[src/rtl/csr_pkg.sv]
`timescale 1ns/1ps
package csr_pkg;

    typedef enum logic [2:0] {
        ST_IDLE,
        ST_HEAD,
        ST_WDATA,
        ST_RDATA,
        ST_HOLD
    } fr_state_e;

    // Reset value of writable slot k: slot 0 (control) clears, others carry hi byte and index.
    function automatic logic [31:0] slot_default(input int unsigned slot, input logic [7:0] hi);
        if (slot == 0) begin
            return 32'h0;
        end
        return {16'h0, hi, 8'(slot)};
    endfunction

endpackage

[src/rtl/csr_sync.sv]
`timescale 1ns/1ps
module csr_sync #(
    parameter int              WIDTH   = 4,
    parameter int              STAGES  = 2,
    parameter logic [WIDTH-1:0] RST_VAL = '0
) (
    input  logic             clk,
    input  logic             rst_n,
    input  logic [WIDTH-1:0] async_in,
    output logic [WIDTH-1:0] sync_out
);

    logic [WIDTH-1:0] chain_q [STAGES];

    always_ff @(posedge clk or negedge rst_n) begin
        if (!rst_n) begin
            for (int s = 0; s < STAGES; s++) begin
                chain_q[s] <= RST_VAL;
            end
        end else begin
            chain_q[0] <= async_in;
            for (int s = 1; s < STAGES; s++) begin
                chain_q[s] <= chain_q[s-1];
            end
        end
    end

    assign sync_out = chain_q[STAGES-1];

endmodule

[src/rtl/csr_frame_fsm.sv]
`timescale 1ns/1ps
module csr_frame_fsm
    import csr_pkg::*;
#(
    parameter int ADDR_W = 7,
    parameter int DATA_W = 16
) (
    input  logic              clk,
    input  logic              rst_n,
    input  logic              sclk_rise,
    input  logic              sclk_fall,
    input  logic              cs_fall,
    input  logic              cs_rise,
    input  logic              din,
    input  logic              two_wire,
    input  logic              autoinc,
    input  logic [DATA_W-1:0] rd_data,
    output logic [ADDR_W-1:0] rd_addr,
    output logic              wr_en,
    output logic [ADDR_W-1:0] wr_addr,
    output logic [DATA_W-1:0] wr_data,
    output logic              dout,
    output fr_state_e         state
);

    localparam int HEAD_BITS = ADDR_W + 1;
    localparam int CNT_W     = $clog2(HEAD_BITS + DATA_W);
    localparam logic [CNT_W-1:0] LAST_HEAD = CNT_W'(HEAD_BITS - 1);
    localparam logic [CNT_W-1:0] LAST_DATA = CNT_W'(DATA_W - 1);

    fr_state_e         state_q, state_d;
    logic [CNT_W-1:0]  cnt_q;
    logic [ADDR_W-1:0] head_q;
    logic [ADDR_W-1:0] addr_q;
    logic [DATA_W-2:0] wsr_q;
    logic [DATA_W-1:0] rsr_q;
    logic              pend_q;
    logic [ADDR_W-1:0] pend_addr_q;
    logic [DATA_W-1:0] pend_data_q;
    logic              dout_q;

    logic              head_last;
    logic              word_last;
    logic [DATA_W-1:0] word_in;
    logic [ADDR_W-1:0] addr_next;

    assign head_last = (state_q == ST_HEAD) && sclk_rise && (cnt_q == LAST_HEAD);
    assign word_last = ((state_q == ST_WDATA) || (state_q == ST_RDATA))
                       && sclk_rise && (cnt_q == LAST_DATA);
    assign word_in   = {wsr_q, din};
    assign addr_next = addr_q + 1'b1;
    assign rd_addr   = (state_q == ST_HEAD) ? head_q : addr_next;
    assign dout      = dout_q;
    assign state     = state_q;

    // Next-state logic
    always_comb begin
        state_d = state_q;
        if ((state_q != ST_IDLE) && cs_rise) begin
            state_d = ST_IDLE;
        end else begin
            unique case (state_q)
                ST_IDLE:  if (cs_fall && !two_wire) state_d = ST_HEAD;
                ST_HEAD:  if (head_last) state_d = din ? ST_RDATA : ST_WDATA;
                ST_WDATA,
                ST_RDATA: if (word_last && !autoinc) state_d = ST_HOLD;
                ST_HOLD:  state_d = ST_HOLD;
                default:  state_d = ST_IDLE;
            endcase
        end
    end

    // State register
    always_ff @(posedge clk or negedge rst_n) begin
        if (!rst_n) begin
            state_q <= ST_IDLE;
        end else begin
            state_q <= state_d;
        end
    end

    // Datapath and outputs
    always_ff @(posedge clk or negedge rst_n) begin
        if (!rst_n) begin
            cnt_q       <= '0;
            head_q      <= '0;
            addr_q      <= '0;
            wsr_q       <= '0;
            rsr_q       <= '0;
            pend_q      <= 1'b0;
            pend_addr_q <= '0;
            pend_data_q <= '0;
            dout_q      <= 1'b0;
            wr_en       <= 1'b0;
            wr_addr     <= '0;
            wr_data     <= '0;
        end else begin
            wr_en <= 1'b0;
            if (state_q == ST_IDLE) begin
                cnt_q  <= '0;
                dout_q <= 1'b0;
            end
            if ((state_q != ST_IDLE) && cs_rise) begin
                if (pend_q) begin
                    wr_en   <= 1'b1;
                    wr_addr <= pend_addr_q;
                    wr_data <= pend_data_q;
                end
                pend_q <= 1'b0;
                dout_q <= 1'b0;
                cnt_q  <= '0;
            end else begin
                if ((state_q == ST_HEAD) && sclk_rise) begin
                    head_q <= {head_q[ADDR_W-2:0], din};
                    cnt_q  <= head_last ? '0 : cnt_q + 1'b1;
                    if (head_last) begin
                        addr_q <= head_q;
                        rsr_q  <= rd_data;
                    end
                end
                if ((state_q == ST_WDATA) && sclk_rise) begin
                    wsr_q <= word_in[DATA_W-2:0];
                    cnt_q <= word_last ? '0 : cnt_q + 1'b1;
                    if (word_last) begin
                        if (pend_q) begin
                            wr_en   <= 1'b1;
                            wr_addr <= pend_addr_q;
                            wr_data <= pend_data_q;
                        end
                        pend_q      <= 1'b1;
                        pend_addr_q <= addr_q;
                        pend_data_q <= word_in;
                        addr_q      <= addr_next;
                    end
                end
                if (state_q == ST_RDATA) begin
                    if (sclk_fall) begin
                        dout_q <= rsr_q[DATA_W-1];
                        rsr_q  <= rsr_q << 1;
                    end
                    if (sclk_rise) begin
                        cnt_q <= word_last ? '0 : cnt_q + 1'b1;
                        if (word_last) begin
                            addr_q <= addr_next;
                            rsr_q  <= rd_data;
                        end
                    end
                end
                if ((state_q == ST_HOLD) && sclk_fall) begin
                    dout_q <= 1'b0;
                end
            end
        end
    end

endmodule

[src/rtl/csr_reg_bank.sv]
`timescale 1ns/1ps
module csr_reg_bank
    import csr_pkg::*;
#(
    parameter int              ADDR_W = 7,
    parameter int              DATA_W = 16,
    parameter int              NUM_RW = 8,
    parameter int              BASE   = 2,
    parameter logic [DATA_W-1:0] DEV_ID = 16'hC3A5,
    parameter logic [DATA_W-1:0] REV_ID = 16'h0004,
    parameter logic [7:0]      DEF_HI = 8'h5A
) (
    input  logic                     clk,
    input  logic                     rst_n,
    input  logic                     wr_en,
    input  logic [ADDR_W-1:0]        wr_addr,
    input  logic [DATA_W-1:0]        wr_data,
    input  logic [ADDR_W-1:0]        rd_addr,
    output logic [DATA_W-1:0]        rd_data,
    output logic                     autoinc,
    output logic [NUM_RW*DATA_W-1:0] regs_flat
);

    localparam int LAST = BASE + NUM_RW - 1;

    for (genvar k = 0; k < NUM_RW; k++) begin : g_slot
        localparam logic [DATA_W-1:0] DEF     = DATA_W'(slot_default(k, DEF_HI));
        localparam logic [ADDR_W-1:0] MY_ADDR = ADDR_W'(BASE + k);
        logic [DATA_W-1:0] slot_q;

        always_ff @(posedge clk or negedge rst_n) begin
            if (!rst_n) begin
                slot_q <= DEF;
            end else if (wr_en) begin
                if (wr_addr == '0) begin
                    slot_q <= DEF;
                end else if (wr_addr == MY_ADDR) begin
                    slot_q <= wr_data;
                end
            end
        end

        assign regs_flat[k*DATA_W +: DATA_W] = slot_q;
    end

    int ridx;
    always_comb begin
        ridx    = int'(rd_addr) - BASE;
        rd_data = '0;
        if (rd_addr == ADDR_W'(0)) begin
            rd_data = DEV_ID;
        end else if (rd_addr == ADDR_W'(1)) begin
            rd_data = REV_ID;
        end else if ((int'(rd_addr) >= BASE) && (int'(rd_addr) <= LAST)) begin
            rd_data = regs_flat[ridx*DATA_W +: DATA_W];
        end
    end

    assign autoinc = regs_flat[0];

endmodule

[src/rtl/cfg_serial_regs.sv]
`timescale 1ns/1ps
module cfg_serial_regs
    import csr_pkg::*;
#(
    parameter int              ADDR_W      = 7,
    parameter int              DATA_W      = 16,
    parameter int              NUM_RW      = 8,
    parameter int              BASE        = 2,
    parameter int              SYNC_STAGES = 2,
    parameter logic [DATA_W-1:0] DEV_ID    = 16'hC3A5,
    parameter logic [DATA_W-1:0] REV_ID    = 16'h0004,
    parameter logic [7:0]      DEF_HI      = 8'h5A
) (
    input  logic                     clk,
    input  logic                     rst_n,
    input  logic                     mode_sel,
    input  logic                     ser_clk,
    input  logic                     ser_cs_n,
    input  logic                     ser_din,
    output logic                     ser_dout,
    output logic                     proto_2wire,
    output logic [NUM_RW*DATA_W-1:0] reg_out
);

    // Synchronised pins: bit0 serial clock, bit1 chip select, bit2 data, bit3 mode.
    logic [3:0]        pins_s;
    logic [1:0]        edge_prev_q;
    logic              sclk_rise, sclk_fall, cs_fall, cs_rise;
    logic              autoinc;
    logic [ADDR_W-1:0] rd_addr;
    logic [DATA_W-1:0] rd_data;
    logic              wr_en;
    logic [ADDR_W-1:0] wr_addr;
    logic [DATA_W-1:0] wr_data;
    fr_state_e         fsm_state;

    csr_sync #(
        .WIDTH   (4),
        .STAGES  (SYNC_STAGES),
        .RST_VAL (4'b0010)
    ) u_sync (
        .clk      (clk),
        .rst_n    (rst_n),
        .async_in ({mode_sel, ser_din, ser_cs_n, ser_clk}),
        .sync_out (pins_s)
    );

    always_ff @(posedge clk or negedge rst_n) begin
        if (!rst_n) begin
            edge_prev_q <= 2'b10;
        end else begin
            edge_prev_q <= pins_s[1:0];
        end
    end

    assign sclk_rise   =  pins_s[0] && !edge_prev_q[0];
    assign sclk_fall   = !pins_s[0] &&  edge_prev_q[0];
    assign cs_fall     = !pins_s[1] &&  edge_prev_q[1];
    assign cs_rise     =  pins_s[1] && !edge_prev_q[1];
    assign proto_2wire =  pins_s[3];

    csr_frame_fsm #(
        .ADDR_W (ADDR_W),
        .DATA_W (DATA_W)
    ) u_fsm (
        .clk       (clk),
        .rst_n     (rst_n),
        .sclk_rise (sclk_rise),
        .sclk_fall (sclk_fall),
        .cs_fall   (cs_fall),
        .cs_rise   (cs_rise),
        .din       (pins_s[2]),
        .two_wire  (pins_s[3]),
        .autoinc   (autoinc),
        .rd_data   (rd_data),
        .rd_addr   (rd_addr),
        .wr_en     (wr_en),
        .wr_addr   (wr_addr),
        .wr_data   (wr_data),
        .dout      (ser_dout),
        .state     (fsm_state)
    );

    csr_reg_bank #(
        .ADDR_W (ADDR_W),
        .DATA_W (DATA_W),
        .NUM_RW (NUM_RW),
        .BASE   (BASE),
        .DEV_ID (DEV_ID),
        .REV_ID (REV_ID),
        .DEF_HI (DEF_HI)
    ) u_bank (
        .clk       (clk),
        .rst_n     (rst_n),
        .wr_en     (wr_en),
        .wr_addr   (wr_addr),
        .wr_data   (wr_data),
        .rd_addr   (rd_addr),
        .rd_data   (rd_data),
        .autoinc   (autoinc),
        .regs_flat (reg_out)
    );

endmodule

[config.mk]
export PLATFORM = sky130hd
export DESIGN_NAME = cfg_serial_regs
export DESIGN_NICKNAME = d
export VERILOG_FILES = /design/src/rtl/csr_pkg.sv /design/src/rtl/csr_sync.sv /design/src/rtl/csr_frame_fsm.sv /design/src/rtl/csr_reg_bank.sv /design/src/rtl/cfg_serial_regs.sv
export SDC_FILE = /design/constraint.sdc
export NUM_CORES = 1
export LEC_CHECK = 0
export ABC_AREA = 1
export BUFFER_PORTS_ARGS = -buffer_cell sky130_fd_sc_hd__buf_2
export CAP_MARGIN = 20
export CELL_PAD_IN_SITES_DETAIL_PLACEMENT = 1
export CELL_PAD_IN_SITES_GLOBAL_PLACEMENT = 1
export CORE_ASPECT_RATIO = 1.75
export CORE_MARGIN = 2
export CORE_UTILIZATION = 30
export CTS_BUF_LIST = sky130_fd_sc_hd__clkbuf_4 sky130_fd_sc_hd__clkbuf_8 sky130_fd_sc_hd__clkbuf_16
export DETAILED_ROUTE_END_ITERATION = 10
export PLACE_DENSITY_LB_ADDON = 0.1
export SYNTH_ARGS = -nofsm -noshare
export SYNTH_HDL_FRONTEND = slang
export SYNTH_SLANG_ARGS = --single-unit
[constraint.sdc]
create_clock -name clk -period 3.92 [get_ports clk]
set_clock_uncertainty 0.1 [all_clocks]
set_input_delay 0.784 -clock clk [delete_from_list [all_inputs] [get_ports clk]]
set_output_delay 0.784 -clock clk [all_outputs]
set_load 0.03 [all_outputs]
==> results.toml, run 1 <==
[status]
outcome = "completed"

[critical_path]
crit_required_ns = 4.29
cp-start-kind = "register"
worstPathMaxFanout = 61
critPathCaptureType = "register"
critical-path-max-stage-delay_ns = 0.54
cp_num_buf_inv = 0
cp_cell_sequence = "nor2_4, nand3_1, nand2_4, nand3_1, nand3_1, nand3_2, nor2_4, nand2_1, nand2_1, o21ai_1, nor2_1, nor2_1, a21oi_1"
critPathArrivalTime_ns = 3.34
path_class = "register to register"
crit_path_top_delay_cell = "nand2_4"
crit_family = "simple AND/OR/NAND/NOR gates"
crit_path_frequent_cell = "nand3_1"

[synthesis]
yosys_most_used_dff = "dfrtp_1"
synthCells = 1417
synth.area.top_cells = "dfrtp_1 (43%), nand2_1 (14%), dfstp_2 (9.9%)"
avgSynthCellArea_um2 = 8.04
synth_seq_area_share_pct = 53.2
ys_seq_elements = 240
synth_edf_count = 0
yosysWarnings = 0
synth_area_mm2 = 0.0114
yosysUniqueCellTypes = 38
synthArstFlopShare_pct = 100
syn_nets = 1428
synth_top_cell_by_area = "dfrtp_1"
yosysTopAreaCellShare_pct = 43.3

[drt]
remaining_drc_errors = 0
wl_per_cell_um = 19.4
via_per_inst = 4.95
via_count = 10000
wirelength_um = 39200
firstDrtPassIters = 4
ant_nets = 0
drt_iter0_drc = 365

[cells_and_area]
nets = 1536
final_cell_count_no_fill = 2023
antenna_cells = 0
area_growth_pct = 17.9
drive_above_1_share_pct = 18.3

[global_routing]
grt_max_degree = 73
grt_pass1_vias = 10400
grt_pass1_wl_um = 61400
grt_remaining_overflow = 0
grt.total_usage_pct = 20.0
grt_antenna_before_repair = 0

[clock_network]
ctsHoldBuffers = 0
cts_buffer_depth = 3
clock-sinks = 240
post_cts_buffers = 0
clockRootBuffer = "clkbuf_16"
cts_tree = "built"
path_clk_slew_ns = 0.06
htreeDepth = 1
clk_latency_ns = 0.55
cts_buffers = 26
cts_resized = 0

[timing]
fmax_mhz = 337
fin_crit_sh_pct = 75.8
hold_viol = 0
min_period_ns = 2.97
worst_pin_slew_ns = 1.00
slew_viol_final = 0
setup_viol = 0
slew_headroom_pct = 33.1
setup_tns_ns = 0
rsz0062_at_grt = "false"

[pwr]
ir_worst_vdd_mv = 0.304
p_leak_nw = 6.47
p_per_area_mw_per_mm2 = 736

[floorplanning]
rows = 94
initial_core_util_pct = 30.4
dieWidth_um = 151
die_y_um = 262
core_area_mm2 = 0.0375
ioPinCount = 136
die-area_mm2 = 0.0396

[place]
gp_congestion = 0.807
place_inst = 1977
portBuffers = 135
dpl.hpwl_um = 28600

[worst_hold_path]
hold_path.class = "input port to asynchronous set/reset pin"

[flow_run]
drv_cap = 0
-- registers in the layout, indices dropped and copies added, names as in the netlist, 5 cells and up --
name	count
u_fsm.wr_data	16
u_fsm.wsr_q	15
u_fsm.wr_addr	7
u_fsm.pend_data_q	16
u_fsm.addr_q	7
u_fsm.rsr_q	16
u_fsm.head_q	7
u_bank.g_slot.slot_q	128
u_fsm.pend_addr_q	7
u_fsm.cnt_q	5
-- metal layers --
layer  vias to the layer above  share of wire, %  global-route usage (%)
li1                       4828                 -                       -
met1                      4983                41                    23.8
met2                       158                52                    36.9
met3                        43               3.2                    2.17
met4                         0               3.4                    7.04
met5                         -                 0                       0
-- layout by cell type, fill, tap and decap left out, drive strengths merged, types with 3 or more instances in the layout --
cell type,n
nand2,432
o21ai,221
dfrtp,197
buf,157
inv,132
nor2,106
a21oi,59
nand3,52
dfstp,43
o211ai,39
clkbuf,38
o22ai,20
nor3,6
o22a,6
nand4,5
ha,5
clkinv,5
clkinvlp,3
nor4,3
-- kinds of logic (layout without fill, tap and decap cells) --
family,Yosys count,after routing,share of synthesized area [%]
buffers and inverters,210,336,7.52
and+or+nand+nor,606,606,21.4
xor gates and xnor gates,2,2,0.154
adders and majority gates,5,5,0.549
DFF,240,240,53.2
AOI/OAI and AO/OA,353,353,17.1
muxes,1,1,0.0988
-- through the flow --
stage	cell area [µm²]	utilization, %	hold WS [ns]	worst slack (ns)	power [mW]
after CTS	13400	35.8	0.0935	0.905	10.1
final	13400	35.8	0.0699	0.949	9.89
after detailed placement	12600	33.5	0.236	0.984	7.47
after global placement	12500	33.4	0.235	1.03	7.40
after floorplan	11400	-	0.231	1.16	6.12
after global routing	13400	35.8	0.105	0.651	10.6
-- report_power, final --
part	internal, mW	switching [mW]	leakage (nW)
logic	1.11	2.75	2.95
clock network	1.47	1.06	0.429
registers	3.06	0.444	3.09
-- worst paths after layout --
check / slack (ns) / startpoint / end / cells past startpoint
worst max-delay path: 0.95 / u_fsm.state[2]$_DFFE_PN0P_ / u_fsm.rsr_q[6]$_DFFE_PN0N_ / 13
worst min-delay path: 0.07 / rst_n / u_fsm.wsr_q[4]$_DFFE_PN0P_ / 1
worst max register to register: 0.95 / u_fsm.state[2]$_DFFE_PN0P_ / u_fsm.rsr_q[6]$_DFFE_PN0N_ / 13
worst min register to register: 0.24 / u_sync.chain_q[4]$_DFF_PN0_ / u_sync.sync_out[0]$_DFF_PN0_ / 0
max in group asynchronous: 2.63 / rst_n / u_bank.g_slot[4].slot_q[14]$_DFFE_PN1P_ / 2
min in group clk: 0.24 / ser_cs_n / u_sync.chain_q[5]$_DFF_PN1_ / 1
-- layout make-up --
cell class | count | area (µm²)
well taps | 480 | 601
multi-input cells | 967 | 4510
clock inverters | 8 | 72.6
repair buffers | 157 | 896
fillers | 4620 | 24100
flip-flops and latches | 240 | 6060
inverters | 133 | 499
clock buffers | 38 | 796
-- cell usage after synthesis (2+ instances only) --
cell and count:
inv_2 7, nor2_2 3, nand3_1 49, or2_2 2, xor2_1 2, dfstp_2 43, inv_1 125, nand3_2 3
buf_4 7, nand2_2 6, o21ai_0 212, o22ai_1 20, clkbuf_1 46, nor2_4 2, a21oi_1 58, nand4_1 5
buf_6 2, a32o_1 2, nor4_1 3, buf_2 22, dfrtp_1 197, nor3_1 6, o22a_1 6, nand2_4 2
o21ai_1 8, a221oi_1 2, nand2_1 424, o211ai_1 39, nor2_1 101, ha_1 5
Power figures use the tool's default switching activity.
==> run 2: changes to the inputs <==
Clock period 3.92 ns to 2.8 ns, I/O delays scaled along.
==> run 2 against run 1 <==
  * Power grew 47%
  * Clock power increased by 48%
  * Sequential cell count is the same
  * Cell count increased by 2.1%
  * Sequential power grew 38%
  * Sequential share of layout area decreased by 1.4 points
  * Fmax rose by 13%
  * Global-route usage up 0.31 points
  * Largest power group unchanged
==> results.toml, run 2 (synthesized netlist as in run 1, its figures left out) <==
[status]
outcome = "completed"

[flow_run]
drv_cap = 0

[cells_and_area]
layout_commonest_cell = "nand2_1"
final_cell_mix = "nand2_1 (423), o21ai_0 (208), dfrtp_1 (196)"
antenna_cells = 0
drive_above_1_share_pct = 20.3
regMostFlops = "u_bank.g_slot.slot_q"
area_growth_pct = 21.7
fin_area_mm2 = 0.0139
largest_reg_flops = 128
final_cell_count_no_fill = 2065
nets = 1575

[critical_path]
critPathArrivalTime_ns = 2.99
path_class = "register to register"
cp-start-kind = "register"
worstPathMaxFanout = 17
crit_required_ns = 3.17
critPathCaptureType = "register"

[global_routing]
use_met3_pct = 2.12
grt_pass1_wl_um = 61800
met1_usage_pct = 24.0
grt_busiest_layer = "met2"
grt_use_met2_pct = 38.0
grt_antenna_before_repair = 0
grt.total_usage_pct = 20.3
grt_remaining_overflow = 0
grt_max_degree = 62
grt_pass1_vias = 10400

[pwr]
p_seq_share_pct = 33.4
p_int_mw = 8.37
ir_worst_vdd_mv = 0.399
power_frac_comb_pct = 40.8
p_leak_nw = 6.70
power.switching_mw = 6.17
p_per_area_mw_per_mm2 = 1050
p_clk_share_pct = 25.7
p_sw_share_pct = 42.4

[clock_network]
path_clk_slew_ns = 0.06
cts_tree = "built"
clk_latency_ns = 0.57
cts_buffers = 27
cts_buffer_depth = 3
clockRootBuffer = "clkbuf_16"
clock-sinks = 240
htreeDepth = 1

[timing]
slew_headroom_pct = 43.1
hold_viol = 0
min_period_ns = 2.62
setup_viol = 0
fmax_mhz = 382
slew_viol_final = 0
fin_crit_sh_pct = 93.6
worst_pin_slew_ns = 0.853
fin_ws_ns = 0.180
setup_tns_ns = 0

[place]
place_inst = 2006
dpl-instance-area_mm2 = 0.0128
gp_congestion = 0.824
portBuffers = 135
pre_cts_ws_ns = 0.110
dpl.hpwl_um = 29200

[floorplanning]
die-area_mm2 = 0.0396
dieWidth_um = 151
core_area_mm2 = 0.0375
rows = 94
die_y_um = 262
ioPinCount = 136
initial_core_util_pct = 30.4

[drt]
wirelength_um = 39800
ant_nets = 0
remaining_drc_errors = 0
wl_per_cell_um = 19.3
firstDrtPassIters = 4
via_count = 10100
via_per_inst = 4.89
drt_iter0_drc = 389

[worst_hold_path]
hold_path.class = "register to register"
-- run 2: changes by cell type in the layout (fill, tap and decap cells not counted), moves of 2 or more --
cell	before	now
clkinv_2	4	6
dlygate4sd3_1	0	5
clkbuf_8	6	8
buf_12	2	7
buf_4	19	46
-- run 2: stage by stage --
step | total power [mW] | hold WS, ns | utilization [%]
detailed placement | 10.8 | 0.236 | 34.2
global route | 15.5 | 0.255 | 37.0
CTS | 14.6 | 0.250 | 36.8
global placement | 10.7 | 0.233 | 34.2
floorplan | 8.57 | 0.164 | -
finish | 14.5 | 0.246 | 37.0
-- run 2: routing by layer --
| metal | up-vias | wire length (µm) |
|---|---|---|
| li1 | 4911 | - |
| met1 | 4979 | 16300 |
| met5 | - | 0 |
| met3 | 55 | 1170 |
| met4 | 0 | 1260 |
| met2 | 148 | 21100 |
-- run 2: critical path, cell delays in order (launching register included) --
cell      delay (ns)
dfrtp_2         0.44
nor2_4          0.17
buf_4           0.14
nand3_1         0.09
nand2_2         0.20
buf_4           0.29
o211ai_1        0.15
nand2_1         0.13
nand2_1         0.06
nand2_1         0.17
nand2_1         0.10
nand2_1         0.10
o211ai_1        0.09
nand2_1         0.09
nand2_1         0.05
a21oi_1         0.14
-- run 2: final timing paths --
| path | startpoint | endpoint | slack, ns | cells past startpoint |
|---|---|---|---|---|
| setup / recovery | u_fsm.state[2]$_DFFE_PN0P_ | u_fsm.rsr_q[6]$_DFFE_PN0N_ | 0.18 | 15 |
| max in group asynchronous | rst_n | u_bank.g_slot[5].slot_q[12]$_DFFE_PN1P_ | 1.39 | 3 |
| hold / removal | u_sync.chain_q[7]$_DFF_PN0_ | u_sync.sync_out[3]$_DFF_PN0_ | 0.25 | 0 |
| setup reg to reg | u_fsm.state[2]$_DFFE_PN0P_ | u_fsm.rsr_q[6]$_DFFE_PN0N_ | 0.18 | 15 |
| min in group asynchronous | rst_n | u_fsm.wsr_q[11]$_DFFE_PN0P_ | 0.44 | 2 |
| hold reg to reg | u_sync.chain_q[7]$_DFF_PN0_ | u_sync.sync_out[3]$_DFF_PN0_ | 0.25 | 0 |
-- run 2: cell type report --
type | instances | area (µm²)
Timing Repair Buffer | 194 | 1230
Multi-Input combinational cell | 967 | 4520
Timing Repair inverter | 1 | 7.51
Inverter | 133 | 503
Tap cell | 480 | 601
Sequential cell | 240 | 6060
Fill cell | 4508 | 23700
Clock inverter | 9 | 110
Clock buffer | 41 | 831
-- run 2: power groups by stage --
stage	registers (mW)	logic (mW)	clock network (mW)
floorplan	5.51	3.06	0
global placement	4.92	5.77	0
detailed placement	4.94	5.83	0
CTS	4.88	5.85	3.87
global route	4.95	6.60	3.99
finish	4.86	5.94	3.74
-- run 2: what timing repair did --
item,in CTS,in global routing
setup buffers,0,3
endpoints found under the hold margin,57,0
hold buffers,5,0
resized for setup,0,6
setup endpoints to repair,0,16
==> run 3: changes to the inputs <==
Settings changed: ABC_AREA 1 to not set, CORE_UTILIZATION 30 to 45, CTS_CLUSTER_SIZE set to 12.
==> run 3 against run 2 <==
  * Clock-buffer cell count increased by 1
  * First-iteration DRC count is 20% higher
  * Combinational power shrank 66%
  * Critical endpoint is now u_fsm.rsr_q[10]$_DFFE_PN0N_
  * Core utilization up 17 points
  * Cell count decreased by 24%
  * Cell area shrank 6.3%
  * Sequential power down 25%
  * Largest power group is now sequential cells
==> results.toml, run 3 <==
[status]
outcome = "completed"

[synthesis]
synth_commonest_cells = "nand2_1 (244), dfrtp_1 (197), o21ai_0 (143)"
yosys_most_used_dff = "dfrtp_1"
yosysTopAreaCellShare_pct = 44.9
synth_area_mm2 = 0.0110
ys_seq_elements = 240
synthArstFlopShare_pct = 100
synth_edf_count = 0
synth_top_cell_by_area = "dfrtp_1"
synthCells = 1094
avgSynthCellArea_um2 = 10.0
synth_seq_area_share_pct = 55.2
syn_nets = 1105
synth.area.top_cells = "dfrtp_1 (45%), dfstp_2 (10%), nand2_1 (8.3%)"
yosysUniqueCellTypes = 69
yosysMostFrequentCell = "nand2_1"
yosysWarnings = 0

[timing]
slew_viol_final = 0
rsz0062_at_grt = "false"
min_period_ns = 2.61
fmax_mhz = 384
setup_tns_ns = 0
slew_headroom_pct = 32.4
hold_viol = 0
worst_pin_slew_ns = 1.01
fin_crit_sh_pct = 93.1
setup_viol = 0

[critical_path]
crit_required_ns = 3.11
critPathArrivalTime_ns = 2.92
path_class = "register to register"
critical-path-max-stage-delay_ns = 0.49
crit_family = "simple AND/OR/NAND/NOR gates"
crit_path_top_delay_cell = "or3b_4"
cp_num_buf_inv = 0
crit_path_frequent_cell = "mux2i_1"
cp-start-kind = "register"
worstPathMaxFanout = 12
cp_cell_sequence = "or3b_4, mux2i_1, ha_1, nand2b_1, o311a_1, mux2i_1, nand2b_2, o21ai_0"
critPathCaptureType = "register"

[floorplanning]
die-area_mm2 = 0.0257
dieWidth_um = 122
die_y_um = 211
initial_core_util_pct = 45.9
rows = 75
core_area_mm2 = 0.0239
ioPinCount = 136

[clock_network]
cts_tree = "built"
clockRootBuffer = "clkbuf_16"
post_cts_buffers = 0
cts_buffer_depth = 3
clock-sinks = 240
htreeDepth = 1
clk_latency_ns = 0.54
cts_buffers = 25
path_clk_slew_ns = 0.07

[cells_and_area]
num-fill-cells = 2739
nets = 1247
layout_commonest_cell = "nand2_1"
antenna_cells = 0
final_cell_mix = "nand2_1 (244), dfrtp_1 (197), o21ai_0 (143)"
area_growth_pct = 18.4
drive_above_1_share_pct = 29.1
largest_reg_flops = 128
regMostFlops = "u_bank.g_slot.slot_q"
post-route-util_pct = 54.3

[global_routing]
grt_use_met2_pct = 52.6
grt_antenna_before_repair = 0
grt_pass1_wl_um = 57100
grt_remaining_overflow = 0
grt_pass1_vias = 9716
grt.total_usage_pct = 29.4
use_met3_pct = 2.98
grt_busiest_layer = "met2"
grt_max_degree = 82
met1_usage_pct = 34.9

[drt]
wl_per_cell_um = 23.6
firstDrtPassIters = 4
via_count = 9095
ant_nets = 0
drt_iter0_drc = 468
wirelength_um = 36900
remaining_drc_errors = 0
via_per_inst = 5.82

[place]
portBuffers = 135
dpl.hpwl_um = 26000
gp_congestion = 0.889

[pwr]
p_leak_nw = 6.13
ir_worst_vdd_mv = 0.462
p_per_area_mw_per_mm2 = 687

[flow_run]
drv_cap = 0

[worst_hold_path]
hold_path.class = "input port to register"
[run 3: cell types whose count changed in the layout (fill, tap and decap cells not counted), sizes merged, moves of 25 or more]
cell    change
a21oi      -25
inv       -120
mux2       +65
nand2     -187
nor2       -69
o211ai     -29
o21ai      -69
[run 3: worst register-to-register path, delay by kind of cell (launching register included)]
family	cells	cell delay (ns)
muxes	2	0.49
AOI/OAI and AO/OA	2	0.42
and+or+nand+nor	3	0.84
DFF	1	0.38
adders and majority gates	1	0.25
[run 3: what timing repair did]
item                       CTS  global route
gates resized for setup      0             1
hold buffers                 1             0
hold endpoints to repair    69             0
setup endpoints to repair    0             8
[run 3: routing by layer]
layer	wire length (µm)	up-vias
met2	19400	226
met3	1270	82
met4	1830	0
li1	-	4105
met5	0	-
met1	14400	4682
[run 3: cell families after synthesis]
group                      share of synthesized area, %
and+or+nand+nor                                    16.6
AOI/OAI and AO/OA                                  14.9
DFF                                                55.2
buffers and inverters                              3.58
muxes                                              8.42
xor gates and xnor gates                          0.639
adders and majority gates                         0.570
[run 3: area by class of cell]
type / count / area (µm²) / area share (%)
inverter: 11 / 41.3 / 0.318
tap: 308 / 385 / 2.97
clock inverter: 4 / 27.5 / 0.212
clock buffer: 42 / 778 / 5.99
timing repair buffer: 189 / 1170 / 8.99
sequential: 240 / 6060 / 46.6
multi-input combinational: 769 / 4530 / 34.9
[run 3: through the flow]
step	instance area, µm²	setup WS, ns	hold slack, ns	std cells	power (mW)
after floorplan	11000	0.300	0.164	1094	4.95
after global placement	12200	0.269	0.235	1516	5.63
after detailed placement	12200	0.0976	0.240	1516	5.68
after CTS	13000	0.0833	0.00600	1563	8.99
after global routing	13000	0.00585	0.0173	1563	9.28
final	13000	0.193	0.0255	1563	8.93
[run 3: path summary, 6_finish.rpt]
path,startpoint,to,cells past startpoint,slack [ns]
setup / recovery,u_fsm.state[2]$_DFFE_PN0P_,u_fsm.rsr_q[10]$_DFFE_PN0N_,8,0.19
hold / removal,ser_din,u_sync.chain_q[6]$_DFF_PN0_,1,0.03
setup reg to reg,u_fsm.state[2]$_DFFE_PN0P_,u_fsm.rsr_q[10]$_DFFE_PN0N_,8,0.19
hold reg to reg,u_sync.chain_q[6]$_DFF_PN0_,u_sync.sync_out[2]$_DFF_PN0_,0,0.25
max in group asynchronous,rst_n,u_bank.g_slot[2].slot_q[9]$_DFFE_PN1P_,3,1.20
min in group asynchronous,rst_n,u_sync.chain_q[7]$_DFF_PN0_,2,0.52
[run 3: power breakdown]
group	internal, mW	switching (mW)
registers	3.54	0.0966
clock network	1.90	1.40
logic	0.685	1.31
total	6.12	2.81
